$ cat src/rtl/pgc_pkg.sv
package pgc_pkg;

   typedef enum logic [1:0] {
      PGC_HOLD = 2'd0,
      PGC_GATE = 2'd1,
      PGC_WAKE = 2'd2
   } pgc_act_e;

   // adjustment step: one fiftieth of the window, never zero
   function automatic int unsigned pgc_step(input int unsigned window);
      return (window / 50 == 0) ? 1 : window / 50;
   endfunction

endpackage

$ cat src/rtl/pgc_window.sv
module pgc_window #(
   parameter int unsigned WINDOW  = 1000000,
   parameter int unsigned CNT_W   = 20,
   parameter int unsigned QLEN_W  = 5,
   parameter int unsigned THREADS = 4
) (
   input  logic              clk,
   input  logic              rst_n,
   input  logic [QLEN_W-1:0] idle_len,
   output logic              win_end,
   output logic [CNT_W-1:0]  occ_total
);
   localparam logic [CNT_W-1:0]  LAST = CNT_W'(WINDOW - 1);
   localparam logic [QLEN_W-1:0] TLIM = QLEN_W'(THREADS);

   logic [CNT_W-1:0] pos_q;
   logic [CNT_W-1:0] occ_q;
   logic             hit;

   assign hit       = (idle_len >= TLIM);
   assign win_end   = (pos_q == LAST);
   assign occ_total = occ_q + {{(CNT_W-1){1'b0}}, hit};

   always_ff @(posedge clk) begin
      if (!rst_n) begin
         pos_q <= '0;
         occ_q <= '0;
      end else begin
         pos_q <= win_end ? '0 : pos_q + 1'b1;
         occ_q <= win_end ? '0 : occ_total;
      end
   end

   AST_OCC_LE_POS: assert property (@(posedge clk) disable iff (!rst_n)
      occ_q <= pos_q);
   AST_WIN_RESTART: assert property (@(posedge clk) disable iff (!rst_n)
      win_end |=> (pos_q == '0) && (occ_q == '0));

endmodule

$ cat src/rtl/pgc_thresh.sv
module pgc_thresh
   import pgc_pkg::*;
#(
   parameter int unsigned WINDOW = 1000000,
   parameter int unsigned CNT_W  = 20
) (
   input  logic             clk,
   input  logic             rst_n,
   input  logic             win_end,
   input  logic             buf_full,
   output logic [CNT_W-1:0] th
);
   localparam int unsigned      STEP = pgc_step(WINDOW);
   localparam logic [CNT_W-1:0] TOP  = CNT_W'(WINDOW);
   localparam logic [CNT_W-1:0] STP  = CNT_W'(STEP);
   localparam logic [CNT_W-1:0] INIT = CNT_W'(WINDOW / 2);

   logic [CNT_W-1:0] th_q;
   logic [CNT_W-1:0] th_up;
   logic [CNT_W-1:0] th_dn;
   logic             seen_q;
   logic             seen_any;

   assign seen_any = seen_q | buf_full;
   // compare before adding so the sum can never wrap
   assign th_up    = (th_q > TOP - STP) ? TOP : th_q + STP;
   assign th_dn    = (th_q < STP) ? '0 : th_q - STP;
   assign th       = th_q;

   always_ff @(posedge clk) begin
      if (!rst_n) begin
         th_q   <= INIT;
         seen_q <= 1'b0;
      end else if (win_end) begin
         th_q   <= seen_any ? th_up : th_dn;
         seen_q <= 1'b0;
      end else begin
         seen_q <= seen_any;
      end
   end

   AST_TH_CEIL: assert property (@(posedge clk) disable iff (!rst_n)
      th_q <= TOP);
   AST_TH_QUIET: assert property (@(posedge clk) disable iff (!rst_n)
      !win_end |=> $stable(th_q));
   AST_TH_MOVES: assert property (@(posedge clk) disable iff (!rst_n)
      win_end |=> (th_q != $past(th_q)) || (th_q == TOP) || (th_q == '0));

endmodule

$ cat src/rtl/pgc_mask.sv
module pgc_mask
   import pgc_pkg::*;
#(
   parameter int unsigned NUM_PE = 6
) (
   input  logic              clk,
   input  logic              rst_n,
   input  logic              want_off,
   input  logic              want_on,
   output logic [NUM_PE-1:0] pe_en,
   output logic              off_req,
   output logic              on_req
);
   localparam int unsigned KW   = $clog2(NUM_PE + 1);
   localparam logic [KW-1:0] KMAX = KW'(NUM_PE);
   localparam logic [KW-1:0] KONE = KW'(1);

   logic [KW-1:0] k_q;
   pgc_act_e      act;

   // a buffer-full edge always suppresses a gate-off in the same cycle
   always_comb begin
      act = PGC_HOLD;
      if (want_on) begin
         if (k_q != KMAX) act = PGC_WAKE;
      end else if (want_off && (k_q > KONE)) begin
         act = PGC_GATE;
      end
   end

   always_ff @(posedge clk) begin
      if (!rst_n) begin
         k_q     <= KMAX;
         off_req <= 1'b0;
         on_req  <= 1'b0;
      end else begin
         off_req <= (act == PGC_GATE);
         on_req  <= (act == PGC_WAKE);
         case (act)
            PGC_WAKE: k_q <= k_q + 1'b1;
            PGC_GATE: k_q <= k_q - 1'b1;
            default:  k_q <= k_q;
         endcase
      end
   end

   for (genvar gi = 0; gi < NUM_PE; gi++) begin : g_en
      assign pe_en[gi] = (k_q > KW'(gi));
   end

   AST_KEEP_ONE: assert property (@(posedge clk) disable iff (!rst_n)
      $countones(pe_en) >= 1);
   AST_ONE_STEP: assert property (@(posedge clk) disable iff (!rst_n)
      $countones(pe_en ^ $past(pe_en)) <= 1);
   AST_PREFIX: assert property (@(posedge clk) disable iff (!rst_n)
      ((pe_en + NUM_PE'(1)) & pe_en) == '0);
   AST_OFF_SHRINKS: assert property (@(posedge clk) disable iff (!rst_n)
      off_req |-> ($countones(pe_en) + 1 == $countones($past(pe_en))));
   AST_NO_BOTH: assert property (@(posedge clk) disable iff (!rst_n)
      !(off_req && on_req));

endmodule

$ cat src/rtl/pe_gate_ctrl.sv
module pe_gate_ctrl #(
   parameter int unsigned NUM_PE  = 6,
   parameter int unsigned THREADS = 4,
   parameter int unsigned QLEN_W  = 5,
   parameter int unsigned WINDOW  = 1000000,
   parameter int unsigned CNT_W   = 20
) (
   input  logic              clk,
   input  logic              rst_n,
   input  logic [QLEN_W-1:0] idle_len,
   input  logic              buf_full,
   output logic [NUM_PE-1:0] pe_en,
   output logic              off_req,
   output logic              on_req
);
   if (NUM_PE < 2) begin : g_chk_pe
      $error("pe_gate_ctrl: NUM_PE must be at least 2");
   end
   if (WINDOW < 2 || 64'(WINDOW) >= (64'(1) << CNT_W)) begin : g_chk_win
      $error("pe_gate_ctrl: WINDOW must fit in CNT_W bits");
   end
   if (THREADS < 1 || 64'(THREADS) >= (64'(1) << QLEN_W)) begin : g_chk_thr
      $error("pe_gate_ctrl: THREADS must fit in QLEN_W bits");
   end

   logic             win_end;
   logic [CNT_W-1:0] occ_total;
   logic [CNT_W-1:0] th;
   logic             full_q;
   logic             want_on;
   logic             want_off;

   always_ff @(posedge clk) begin
      if (!rst_n) full_q <= 1'b0;
      else        full_q <= buf_full;
   end

   assign want_on  = buf_full & ~full_q;
   assign want_off = win_end & (occ_total > th);

   pgc_window #(
      .WINDOW (WINDOW),
      .CNT_W  (CNT_W),
      .QLEN_W (QLEN_W),
      .THREADS(THREADS)
   ) u_window (
      .clk      (clk),
      .rst_n    (rst_n),
      .idle_len (idle_len),
      .win_end  (win_end),
      .occ_total(occ_total)
   );

   pgc_thresh #(
      .WINDOW(WINDOW),
      .CNT_W (CNT_W)
   ) u_thresh (
      .clk     (clk),
      .rst_n   (rst_n),
      .win_end (win_end),
      .buf_full(buf_full),
      .th      (th)
   );

   pgc_mask #(
      .NUM_PE(NUM_PE)
   ) u_mask (
      .clk     (clk),
      .rst_n   (rst_n),
      .want_off(want_off),
      .want_on (want_on),
      .pe_en   (pe_en),
      .off_req (off_req),
      .on_req  (on_req)
   );

   AST_WAKE_NOW: assert property (@(posedge clk) disable iff (!rst_n)
      ($rose(buf_full) && !(&pe_en)) |=> on_req);

endmodule

$ cat config.mk
export PLATFORM = sky130hd
export DESIGN_NAME = pe_gate_ctrl
export DESIGN_NICKNAME = d
export VERILOG_FILES = /design/src/rtl/pgc_pkg.sv /design/src/rtl/pgc_window.sv /design/src/rtl/pgc_thresh.sv /design/src/rtl/pgc_mask.sv /design/src/rtl/pe_gate_ctrl.sv
export SDC_FILE = /design/constraint.sdc
export NUM_CORES = 1
export LEC_CHECK = 0
export ABC_AREA = 1
export BUFFER_PORTS_ARGS = -buffer_cell sky130_fd_sc_hd__clkbuf_2
export CORE_ASPECT_RATIO = 0.8
export CORE_MARGIN = 2
export CORE_UTILIZATION = 60
export DETAILED_ROUTE_END_ITERATION = 16
export PLACE_DENSITY = 0.77
export SLEW_MARGIN = 20
export SYNTH_ARGS = -nofsm -noshare
export SYNTH_HDL_FRONTEND = slang
export SYNTH_HIERARCHICAL = 1
export SYNTH_SLANG_ARGS = --single-unit
$ cat constraint.sdc
create_clock -name clk -period 3.7 [get_ports clk]
set_input_delay 0.74 -clock clk [delete_from_list [all_inputs] [get_ports clk]]
set_output_delay 0.74 -clock clk [all_outputs]
set_load 0.05 [all_outputs]
== Word level (Yosys, flattened, before mapping) ==
Index checks and enable logic that the tools add are counted.
Word-level totals
  flip-flop bits (word level): 67
  input port bits: 8
  output and inout port bits: 8
  logic and storage cells: 43
Cells by class
  add/sub/neg operators: 6
  $lt $le $gt $ge: 10
  eq/ne operators: 4
  mux-type cells: 7
  bitwise operators: 5
  reductions and logical operators: 3
Operators by type and width (count)
  $mux W20: 3
  $add A20 B1 Y20: 1
  $add A20 B1 Y20 const B: 1
  $add A20 B15 Y20 const B: 1
  $eq A20 B20 Y1 const B: 1
  $gt A20 B20 Y1: 1
  $gt A20 B20 Y1 const B: 1
  $lt A20 B15 Y1 const B: 1
  $sub A20 B15 Y20 const B: 1
  $gt A3 B1 Y1 const B: 2
  $gt A3 B2 Y1 const B: 2
  $gt A3 B3 Y1 const B: 2
  $pmux W3 S2: 1
  $ge A5 B3 Y1 const B: 1
  $mux W2: 2
  $add A3 B1 Y3 const B: 1
  $ne A3 B3 Y1 const B: 1
  $sub A3 B1 Y3 const B: 1
  $and A1 B1 Y1: 2
  $eq A2 B1 Y1 const B: 1
  $eq A2 B2 Y1 const B: 1
  $not A1 Y1: 2
  $reduce_bool A2 Y1: 1
  $reduce_or A2 Y1: 1
  3 further kinds: 3

== Logic depth before layout (Yosys ltp) ==
Gate-level depths: netlist of the first run.
  depth in word-level cells: 9
  mapped depth: 26
  gate-level depth less buffers: 26

== Cells and area by module ==
Netlist of the first run, hierarchy kept.
By module, submodules not included
  pgc_window: instances 1, cells an instance 328, area each 2222.1 um2, seq. area each 800.8 um2
  pgc_thresh: instances 1, cells an instance 293, area each 1619.1 um2, seq. area each 320.3 um2
  pe_gate_ctrl: instances 1, cells an instance 104, area each 620.6 um2, seq. area each 20.0 um2
  pgc_mask: instances 1, cells an instance 50, area each 354.1 um2, seq. area each 100.1 um2

== Worst setup path before layout of the first run ==
OpenSTA, ideal clock, no wires.
  path kind: input port to flip-flop
  from: input idle_len[4]
  to: register u_mask.k_q[0]
  library setup time: 115 ps
  data arrival time: 3166 ps
  data required time: 3585 ps
  path slack: 419 ps
  stages: 25
  buffers on the path: 0
  cell sequence: or3_1 > ha_1 > ha_1 > nand2_1 > nor2_1 > nand2_2 > nor2_4 > nand2_1 > nand2_1 > nand2_1 > inv_1 > ha_1 > nand2_2 > nor2_4 > nand2_2 > nor2_2 > nand2_1 > nand2_1 > nor2_1 > nor2_2 > inv_1 > nor2_2 > nand2_4 > a21oi_1 > nor2_1
On the way
  longest elaborated chain between the ends: 9
  elaborated cells between the ends (all ways): 11
  those cells by class: add/sub: 1; order compare: 2; eq/ne: 2; mux: 3; bitwise: 1; reduce/logical: 2
RTL lines
  from (decl): line pe_gate_ctrl.sv:10  | input logic [QLEN_W-1:0] idle_len,
  $ge A5 B3 Y1 *: line pgc_window.sv:20  | assign hit = (idle_len >= TLIM);
  $add A20 B1 Y20 *: line pgc_window.sv:22  | assign occ_total = occ_q + {{(CNT_W-1){1'b0}}, hit};
  named net occ_total[16]: line pe_gate_ctrl.sv:27  | logic [CNT_W-1:0] occ_total;
  $gt A20 B20 Y1 *: line pe_gate_ctrl.sv:39  | assign want_off = win_end & (occ_total > th);
  $and A1 B1 Y1 *: line pe_gate_ctrl.sv:39
  named net want_off: line pe_gate_ctrl.sv:31  | logic want_off;
  $logic_and A1 B1 Y1 *: line pgc_mask.sv:26  | end else if (want_off && (k_q > KONE)) begin
  $mux W1 *: line pgc_mask.sv:26
  $mux W2 *: line pgc_mask.sv:24  | if (want_on) begin
  $eq A2 B1 Y1 or $eq A2 B2 Y1 (tied branches): line pgc_mask.sv:39  | case (act)
  $pmux W3 S2 or $reduce_bool A2 Y1 (tied branches)
  to (signal assigned): line pgc_mask.sv:40  | PGC_WAKE: k_q <= k_q + 1'b1;
  to (signal assigned): line pgc_mask.sv:41  | PGC_GATE: k_q <= k_q - 1'b1;
  to (signal assigned): line pgc_mask.sv:42  | default: k_q <= k_q;
  to (decl): line pgc_mask.sv:18  | logic [KW-1:0] k_q;
Mark *: on every way through the listed nets, which the timed path passes. The rest lies on a longest branch.
A chain may end at the register's enable or synchronous reset.

== Final worst setup path of the first run ==
Same ends and word-level chain as after synthesis.

==> results of run 1 <==
[critical path: cells and delay by family]
kind / cells / cell delay (ps)
compound gates: 1 / 150
buf+inv: 2 / 140
simple gates: 18 / 1830
fa+ha+maj: 3 / 710
[metal layers]
layer	track usage [%]	routed length [microns]	vias to the layer above	share of wire, %
met2	42.7	4970	132	44
met5	0	0	-	0
met1	36.0	5300	2126	47
met3	5.36	776	14	6.9
li1	-	-	2435	-
met4	8.72	170	0	1.5
[path summary, 6_finish.rpt]
path	startpoint	end	slack, ps
min	u_window/pos_q[0]	u_window/pos_q[0]	470
max	idle_len[4]	u_mask/k_q[0]	350
max reg2reg	u_window/occ_q[0]	u_mask/k_q[0]	590
min reg2reg	u_window/pos_q[0]	u_window/pos_q[0]	470
[area by class of cell]
type | count | area [sq um]
multi-input cells | 571 | 2980
fillers | 743 | 2740
flip-flops and latches | 62 | 1240
inverters | 130 | 488
clock buffers | 13 | 149
well taps | 108 | 135
repair buffers | 14 | 72.6
clock inverters | 3 | 67.6
[state kept, by name (all words and copies together) (netlist names)]
signal           cells
u_window/occ_q      20
u_window/pos_q      20
u_thresh/th         15
u_mask/k_q           3
full_q               1
u_mask/off_req       1
u_mask/on_req        1
u_thresh/seen_q      1
[where the power goes]
part	switching, mW	internal (mW)	leakage, nW	total (mW)
logic	0.222	0.0878	1.87	0.310
registers	0.0212	0.688	0.502	0.710
clock network	0.265	0.399	0.104	0.664
[cell families (layout without fill, tap and decap cells)]
group / Yosys count / count (layout) / synth area share (%)
adders and majority gates: 31 / 31 / 8.05
AOI/OAI and AO/OA: 57 / 57 / 6.50
xor gates and xnor gates: 20 / 20 / 3.64
DFF: 62 / 62 / 25.8
buffers and inverters: 146 / 160 / 12.7
and+or+nand+nor: 458 / 458 / 43.3
other: 1 / 5 / 0.0779
[synthesized netlist by cell type]
cell type  instances  area share [%]
o21ai_0           13             1.4
nor2_1            89             6.9
nor3_2             1            0.21
nor4_1             1            0.13
inv_2              8            0.62
buf_6              5             1.2
nor3_1             4            0.42
a211oi_1           1            0.16
nor2_4             7             1.6
o21bai_2           1            0.23
or2_2              2            0.26
xnor2_1            5            0.91
clkbuf_1           2            0.16
conb_1             1           0.078
dfxtp_1           62              26
nand2_2           15             1.9
a21oi_4            1            0.34
nand3_1           64             6.7
xor2_1            15             2.7
buf_4              6            0.94
nor2_2            15             1.9
nand4_1           21             2.7
a21oi_1           38             3.9
nand2_1          224              17
nand2_4            5             1.2
or2_1              1            0.13
buf_2              3            0.31
nand3b_1           3            0.47
inv_1            122             9.5
or3_1              1            0.13
a21oi_2            2            0.36
o21ai_1            1            0.10
nand3_2            5             1.0
ha_1              31             8.1
[stage by stage]
stage / power, mW / setup slack, ps / hold WS [ps] / cell area, sq um / instances
2_1_floorplan: 0.973 / 419 / 430 / 4830 / 779
5_1_grt: 1.77 / 103 / 497 / 5140 / 901
3_3_place_gp: 1.02 / 83.9 / 444 / 4920 / 885
4_1_cts: 1.70 / 364 / 478 / 5140 / 901
3_5_place_dp: 1.03 / 1.73 / 458 / 4920 / 885
6_report: 1.68 / 347 / 470 / 5140 / 901
==> impl_metrics.ini, run 1 <==
[outcome]
status = completed

[global_route]
grt_pass1_vias = 4360
grt_max_degree = 41
antenna_found_initial = 0
grt_first_pass_wirelength_microns = 19100
overflow = 0
groute.usage.overall_pct = 26.6

[cts]
cts_buffers = 9
clock_latency_ps = 350
hold_buffers = 0
cts.sinks = 62
clkTransAtPathRegs_ps = 70
cts_resized = 0
postCtsSetupBuffers = 0
h-tree-depth = 3
cts.root.buffer_cell = clkbuf_8
cts_tree = built
cts_max_path_buffers = 2

[synthesis]
synth_area_sq_mm = 0.00482
synth_cells = 775
synth_area_per_cell_sq_um = 6.21
ys_types = 34
ys_ff_latch = 62
ys_seq_area_share_pct = 25.8
ys_warn_count = 6

[route]
ant_nets = 0
via_per_inst = 5.22
drtPass1Iterations = 7
wl_per_cell_microns = 12.4
vias = 4707
drtIter0Drc = 261
drt_wl_total_microns = 11200
drc_errors = 0

[timing]
setup-tns-final_ps = 0
skew_ps = 15.4
hold_violations = 0
worst_pin_slew_ps = 817
setup_violations = 0
fin_crit_sh_pct = 90.6
slew_headroom_pct = 45.4
min_period_ps = 3350
rsz0062_at_grt = no
max_freq_mhz = 298
final_max_slew_viol_count = 0

[setup_path]
slowest_stage = or3_1
crit_type = in -> reg
worstPathArrival_ps = 3590
cp_cell_sequence = clkbuf_2 -> or3_1 -> ha_1 -> ha_1 -> nand2_1 -> nor2_1 -> nand2_2 -> nor2_4 -> nand3_1 -> nand2_1 -> ha_1 -> nand2_2 -> nor2_4 -> nand2_2 -> nor2_2 -> nand2_1 -> nand2_1 -> nor2_1 -> nor2_2 -> inv_1 -> nor2_2 -> nand2_4 -> a21oi_1 -> nor2_1
worstPathRequired_ps = 3940
crit_top_cell = nand2_1
end_kind = flip-flop
start_kind = primary input
worstPathMaxFanout = 6
cp_slowest_stage_delay_ps = 390
ff2ff_path_depth = 21

[floorplan]
initial_utilization_pct = 61.2
die_w_microns = 104
core_sq_mm = 0.00787
die_h_microns = 84.1
dieArea_sq_mm = 0.00876
ioPinCount = 16
fp-row-count = 29

[place]
place.gp.congestion = 0.953
io_buffers = 13
post-dp-hpwl_microns = 8400

[final_layout]
syn_to_final_growth_pct = 6.68
final_common_cell = nand2_1
diodes = 0
finish.utilization_pct = 65.2
nets = 827
layout_common_cells = nand2_1 (224), inv_1 (122), nor2_1 (89)
drive_gt1_share_pct = 11.3

[pwr]
p_leak_nw = 2.48
p_per_area_mw_per_mm2 = 328
ir_drop_v = 0.000226

[min_path]
min_path_type = reg -> reg
hold_depth = 1

[run]
maxCapViolCount = 0
Power figures use the tool's default switching activity.
==> inputs of run 2 (changes only) <==
CORE_MARGIN = unset   (was 2)
CORE_UTILIZATION = 55   (was 60)
PLACE_DENSITY = 0.79   (was 0.77)
==> impl_metrics.ini, run 2 (synthesis results as in run 1) <==
[final_layout]
post-route-cell-area_sq_mm = 0.00517
finish.utilization_pct = 61.0
diodes = 0
nets = 827
stdcell_count = 905
drive_gt1_share_pct = 11.7
syn_to_final_growth_pct = 7.46
layout_common_cells = nand2_1 (224), inv_1 (122), nor2_1 (89)
fillers = 796
final_common_cell = nand2_1

[global_route]
groute.usage.overall_pct = 27.0
grt_pass1_vias = 4449
antenna_found_initial = 0
grt_max_degree = 41
overflow = 0
grt_first_pass_wirelength_microns = 19800

[pwr]
total_power_mw = 1.79
p_per_area_mw_per_mm2 = 346
p_leak_nw = 2.50
ir_drop_v = 0.000466

[setup_path]
ff2ff_path_depth = 21
r2r_slack_ps = 580
crit_type = in -> reg
r2r_end = u_mask/k_q[0]
rr_startpoint = u_window/occ_q[0]
start_kind = primary input
worstPathRequired_ps = 3960
worstPathMaxFanout = 6
worstPathArrival_ps = 3650
end_kind = flip-flop

[place]
dp_cells = 889
place.gp.congestion = 0.917
placed_cell_area_sq_mm = 0.00493
io_buffers = 13
post-dp-hpwl_microns = 8560
dp_worst_setup_slack_ps = -24.6

[route]
drt_wl_total_microns = 11500
via_per_inst = 5.31
drtIter0Drc = 488
met2_wirelength_microns = 5080
highest_layer = met4
m1WireLength_microns = 5260
drc_errors = 0
vias = 4806
wl_per_cell_microns = 12.7
drtPass1Iterations = 5
wl_met3_microns = 956
ant_nets = 0

[cts]
cts_buffers = 9
hold_buffers = 0
h-tree-depth = 3
cts_max_path_buffers = 2
cts_tree = built
clock_latency_ps = 360
postCtsSetupBuffers = 0
clkTransAtPathRegs_ps = 80
cts.root.buffer_cell = clkbuf_8
cts.sinks = 62
cts_resized = 0

[outcome]
status = completed

[floorplan]
die_h_microns = 85.7
initial_utilization_pct = 56.8
core_sq_mm = 0.00848
fp-row-count = 30
die_w_microns = 107
dieArea_sq_mm = 0.00914
ioPinCount = 16

[timing]
rsz0062_at_grt = no
worst_pin_slew_ps = 826
fin_hold_ws_ps = 505
setup-tns-final_ps = 0
fin_crit_sh_pct = 91.8
hold_violations = 0
setup_violations = 0
slew_headroom_pct = 44.7
min_period_ps = 3400
max_freq_mhz = 295
final_max_slew_viol_count = 0
skew_ps = 9.15
finalWorstSetupSlack_ps = 305

[min_path]
min_from = u_window/pos_q[0]
hold_depth = 1
worstHoldEndpoint = u_window/pos_q[0]
min_path_type = reg -> reg

[run]
maxCapViolCount = 0
[run 2: how the worst max path moves through the flow]
stage | depth (start not counted) | from | slack, ps | to
finish | 26 | idle_len[4] | 300 | u_mask/k_q[0]
global route | 23 | idle_len[4] | 70 | u_mask/k_q[0]
CTS | 26 | idle_len[4] | 350 | u_mask/k_q[0]
detailed placement | 26 | idle_len[4] | -20 | u_mask/k_q[0]
global placement | 26 | idle_len[4] | 100 | u_mask/k_q[0]
floorplan | 25 | idle_len[4] | 420 | u_mask/k_q[0]
[run 2: cell type report]
| class | instances | area (sq um) | share of cell area, % |
|---|---|---|---|
| Multi-Input combinational cell | 571 | 2980 | 57.7 |
| Clock inverter | 7 | 125 | 2.42 |
| Inverter | 130 | 488 | 9.43 |
| Clock buffer | 9 | 124 | 2.39 |
| Timing Repair Buffer | 14 | 72.6 | 1.40 |
| Sequential cell | 62 | 1240 | 24.0 |
| Tap cell | 112 | 140 | 2.71 |
[run 2: where the power goes]
group	internal [mW]	switching, mW
registers	0.688	0.0204
clock network	0.457	0.319
logic	0.0871	0.222
[run 2: worst max-delay path, cell delays in order]
cell and delay, ps:
clkbuf_2 80, or3_1 400, ha_1 210, ha_1 230, nand2_1 80, nor2_1 70
nand2_2 130, nor2_4 60, nand2_1 50, nand2_1 40, nand2_1 70, inv_1 50
ha_1 280, nand2_2 60, nor2_4 90, nand2_2 90, nor2_2 150, nand2_1 60
nand2_1 60, nor2_1 40, nor2_2 110, inv_1 60, nor2_2 130, nand2_4 100
a21oi_1 140, nor2_1 60
[run 2: per-layer routing]
metal	vias to the layer above	track usage, %
li1	2445	-
met1	2152	35.1
met2	189	44.0
met3	20	7.52
met4	0	7.22
met5	-	0
==> inputs of run 3 (changes only) <==
BUFFER_PORTS_ARGS = -buffer_cell sky130_fd_sc_hd__buf_2   (was -buffer_cell sky130_fd_sc_hd__clkbuf_2)
==> impl_metrics.ini, run 3 (synthesis results as in run 1) <==
[cts]
cts.root.buffer_cell = clkbuf_8
cts.sinks = 62
cts_max_path_buffers = 2
h-tree-depth = 3
clock_latency_ps = 350
cts_resized = 0
cts_buffers = 9
postCtsSetupBuffers = 0
hold_buffers = 0
clkTransAtPathRegs_ps = 70
cts_tree = built

[setup_path]
worstPathMaxFanout = 6
cp_slowest_stage_delay_ps = 390
worstPathRequired_ps = 3930
cp_top_family = simple AND/OR/NAND/NOR gates
crit_top_cell = nand2_1
crit_type = in -> reg
worstPathArrival_ps = 3610
slowest_stage = or3_1
end_kind = flip-flop
path_buf_inv = 3
start_kind = primary input

[timing]
worst_pin_slew_ps = 820
slew_headroom_pct = 45.1
skew_ps = 10.8
final_max_slew_viol_count = 0
setup-tns-final_ps = 0
min_period_ps = 3370
max_freq_mhz = 296
hold_violations = 0
rsz0062_at_grt = no
fin_crit_sh_pct = 91.2
setup_violations = 0

[final_layout]
diodes = 0
syn_to_final_growth_pct = 6.62
layout_common_cells = nand2_1 (224), inv_1 (122), nor2_1 (89)
nets = 827
finish.utilization_pct = 60.5
drive_gt1_share_pct = 11.6
final_common_cell = nand2_1

[global_route]
grt_max_degree = 41
overflow = 0
grt_pass1_vias = 4367
grt_first_pass_wirelength_microns = 18900
antenna_found_initial = 0
groute.usage.overall_pct = 25.8

[outcome]
status = completed

[min_path]
min_path_type = reg -> reg

[route]
vias = 4743
drtPass1Iterations = 5
ant_nets = 0
via_per_inst = 5.24
drt_wl_total_microns = 11100
drtIter0Drc = 406
drc_errors = 0
wl_per_cell_microns = 12.2

[place]
place.gp.congestion = 0.944
io_buffers = 13
post-dp-hpwl_microns = 8420

[floorplan]
fp-row-count = 30
core_sq_mm = 0.00848
dieArea_sq_mm = 0.00914
ioPinCount = 16
die_w_microns = 107
die_h_microns = 85.7
initial_utilization_pct = 56.8

[run]
maxCapViolCount = 0

[pwr]
p_per_area_mw_per_mm2 = 323
p_leak_nw = 2.46
ir_drop_v = 0.000490
[run 3: per-layer routing]
| metal | vias to the layer above | wire [microns] | global-route usage (%) |
|---|---|---|---|
| li1 | 2429 | - | - |
| met1 | 2122 | 5160 | 33.9 |
| met2 | 177 | 4880 | 41.3 |
| met3 | 15 | 879 | 6.46 |
| met4 | 0 | 161 | 8.97 |
| met5 | - | 0 | 0 |
[run 3: area by class of cell]
| class | count | area [sq um] |
|---|---|---|
| Inverter | 130 | 488 |
| Timing Repair Buffer | 14 | 72.6 |
| Sequential cell | 62 | 1240 |
| Clock buffer | 12 | 155 |
| Fill cell | 791 | 3350 |
| Multi-Input combinational cell | 571 | 2980 |
| Clock inverter | 4 | 53.8 |
| Tap cell | 112 | 140 |
[run 3: per-stage QoR]
step,cells,setup slack (ps),total power [mW],hold slack [ps],instance area (sq um)
CTS,905,369,1.67,474,5130
floorplan,779,419,0.973,430,4830
global placement,889,106,1.02,442,4930
global route,905,142,1.74,517,5130
detailed placement,889,2.07,1.03,457,4930
finish,905,326,1.66,471,5130
[run 3: where the power goes]
group / total [mW] / internal [mW] / switching, mW / leakage [nW]
Combinational: 0.312 / 0.0892 / 0.223 / 1.86
Clock: 0.638 / 0.350 / 0.287 / 0.0992
Sequential: 0.707 / 0.688 / 0.0193 / 0.502
Total: 1.66 / 1.13 / 0.529 / 2.46
[run 3: worst reg2reg max path, cell delays in order (launching register included)]
cell and delay, ps:
dfxtp_1 340, ha_1 160, ha_1 200, nand2_1 70, nor2_1 190, nand3_1 190
o21ai_0 270, nand2_1 90, ha_1 310, nand2_2 90, inv_1 40, nand2_1 50
nand2_1 50, a21oi_1 260, nand2_1 80, nor2_1 140, nor2_2 50, inv_1 70
nor2_2 50, nand2_4 110, nand2_1 60, nand2_1 50, nand3_1 70
[run 3: final timing paths]
path / slack [ps] / startpoint / depth (start not counted) / endpoint
hold / removal: 470 / u_window/pos_q[0] / 1 / u_window/pos_q[0]
setup reg to reg: 590 / u_window/occ_q[0] / 22 / u_mask/k_q[1]
setup / recovery: 330 / idle_len[4] / 25 / u_mask/k_q[1]
hold reg to reg: 470 / u_window/pos_q[0] / 1 / u_window/pos_q[0]
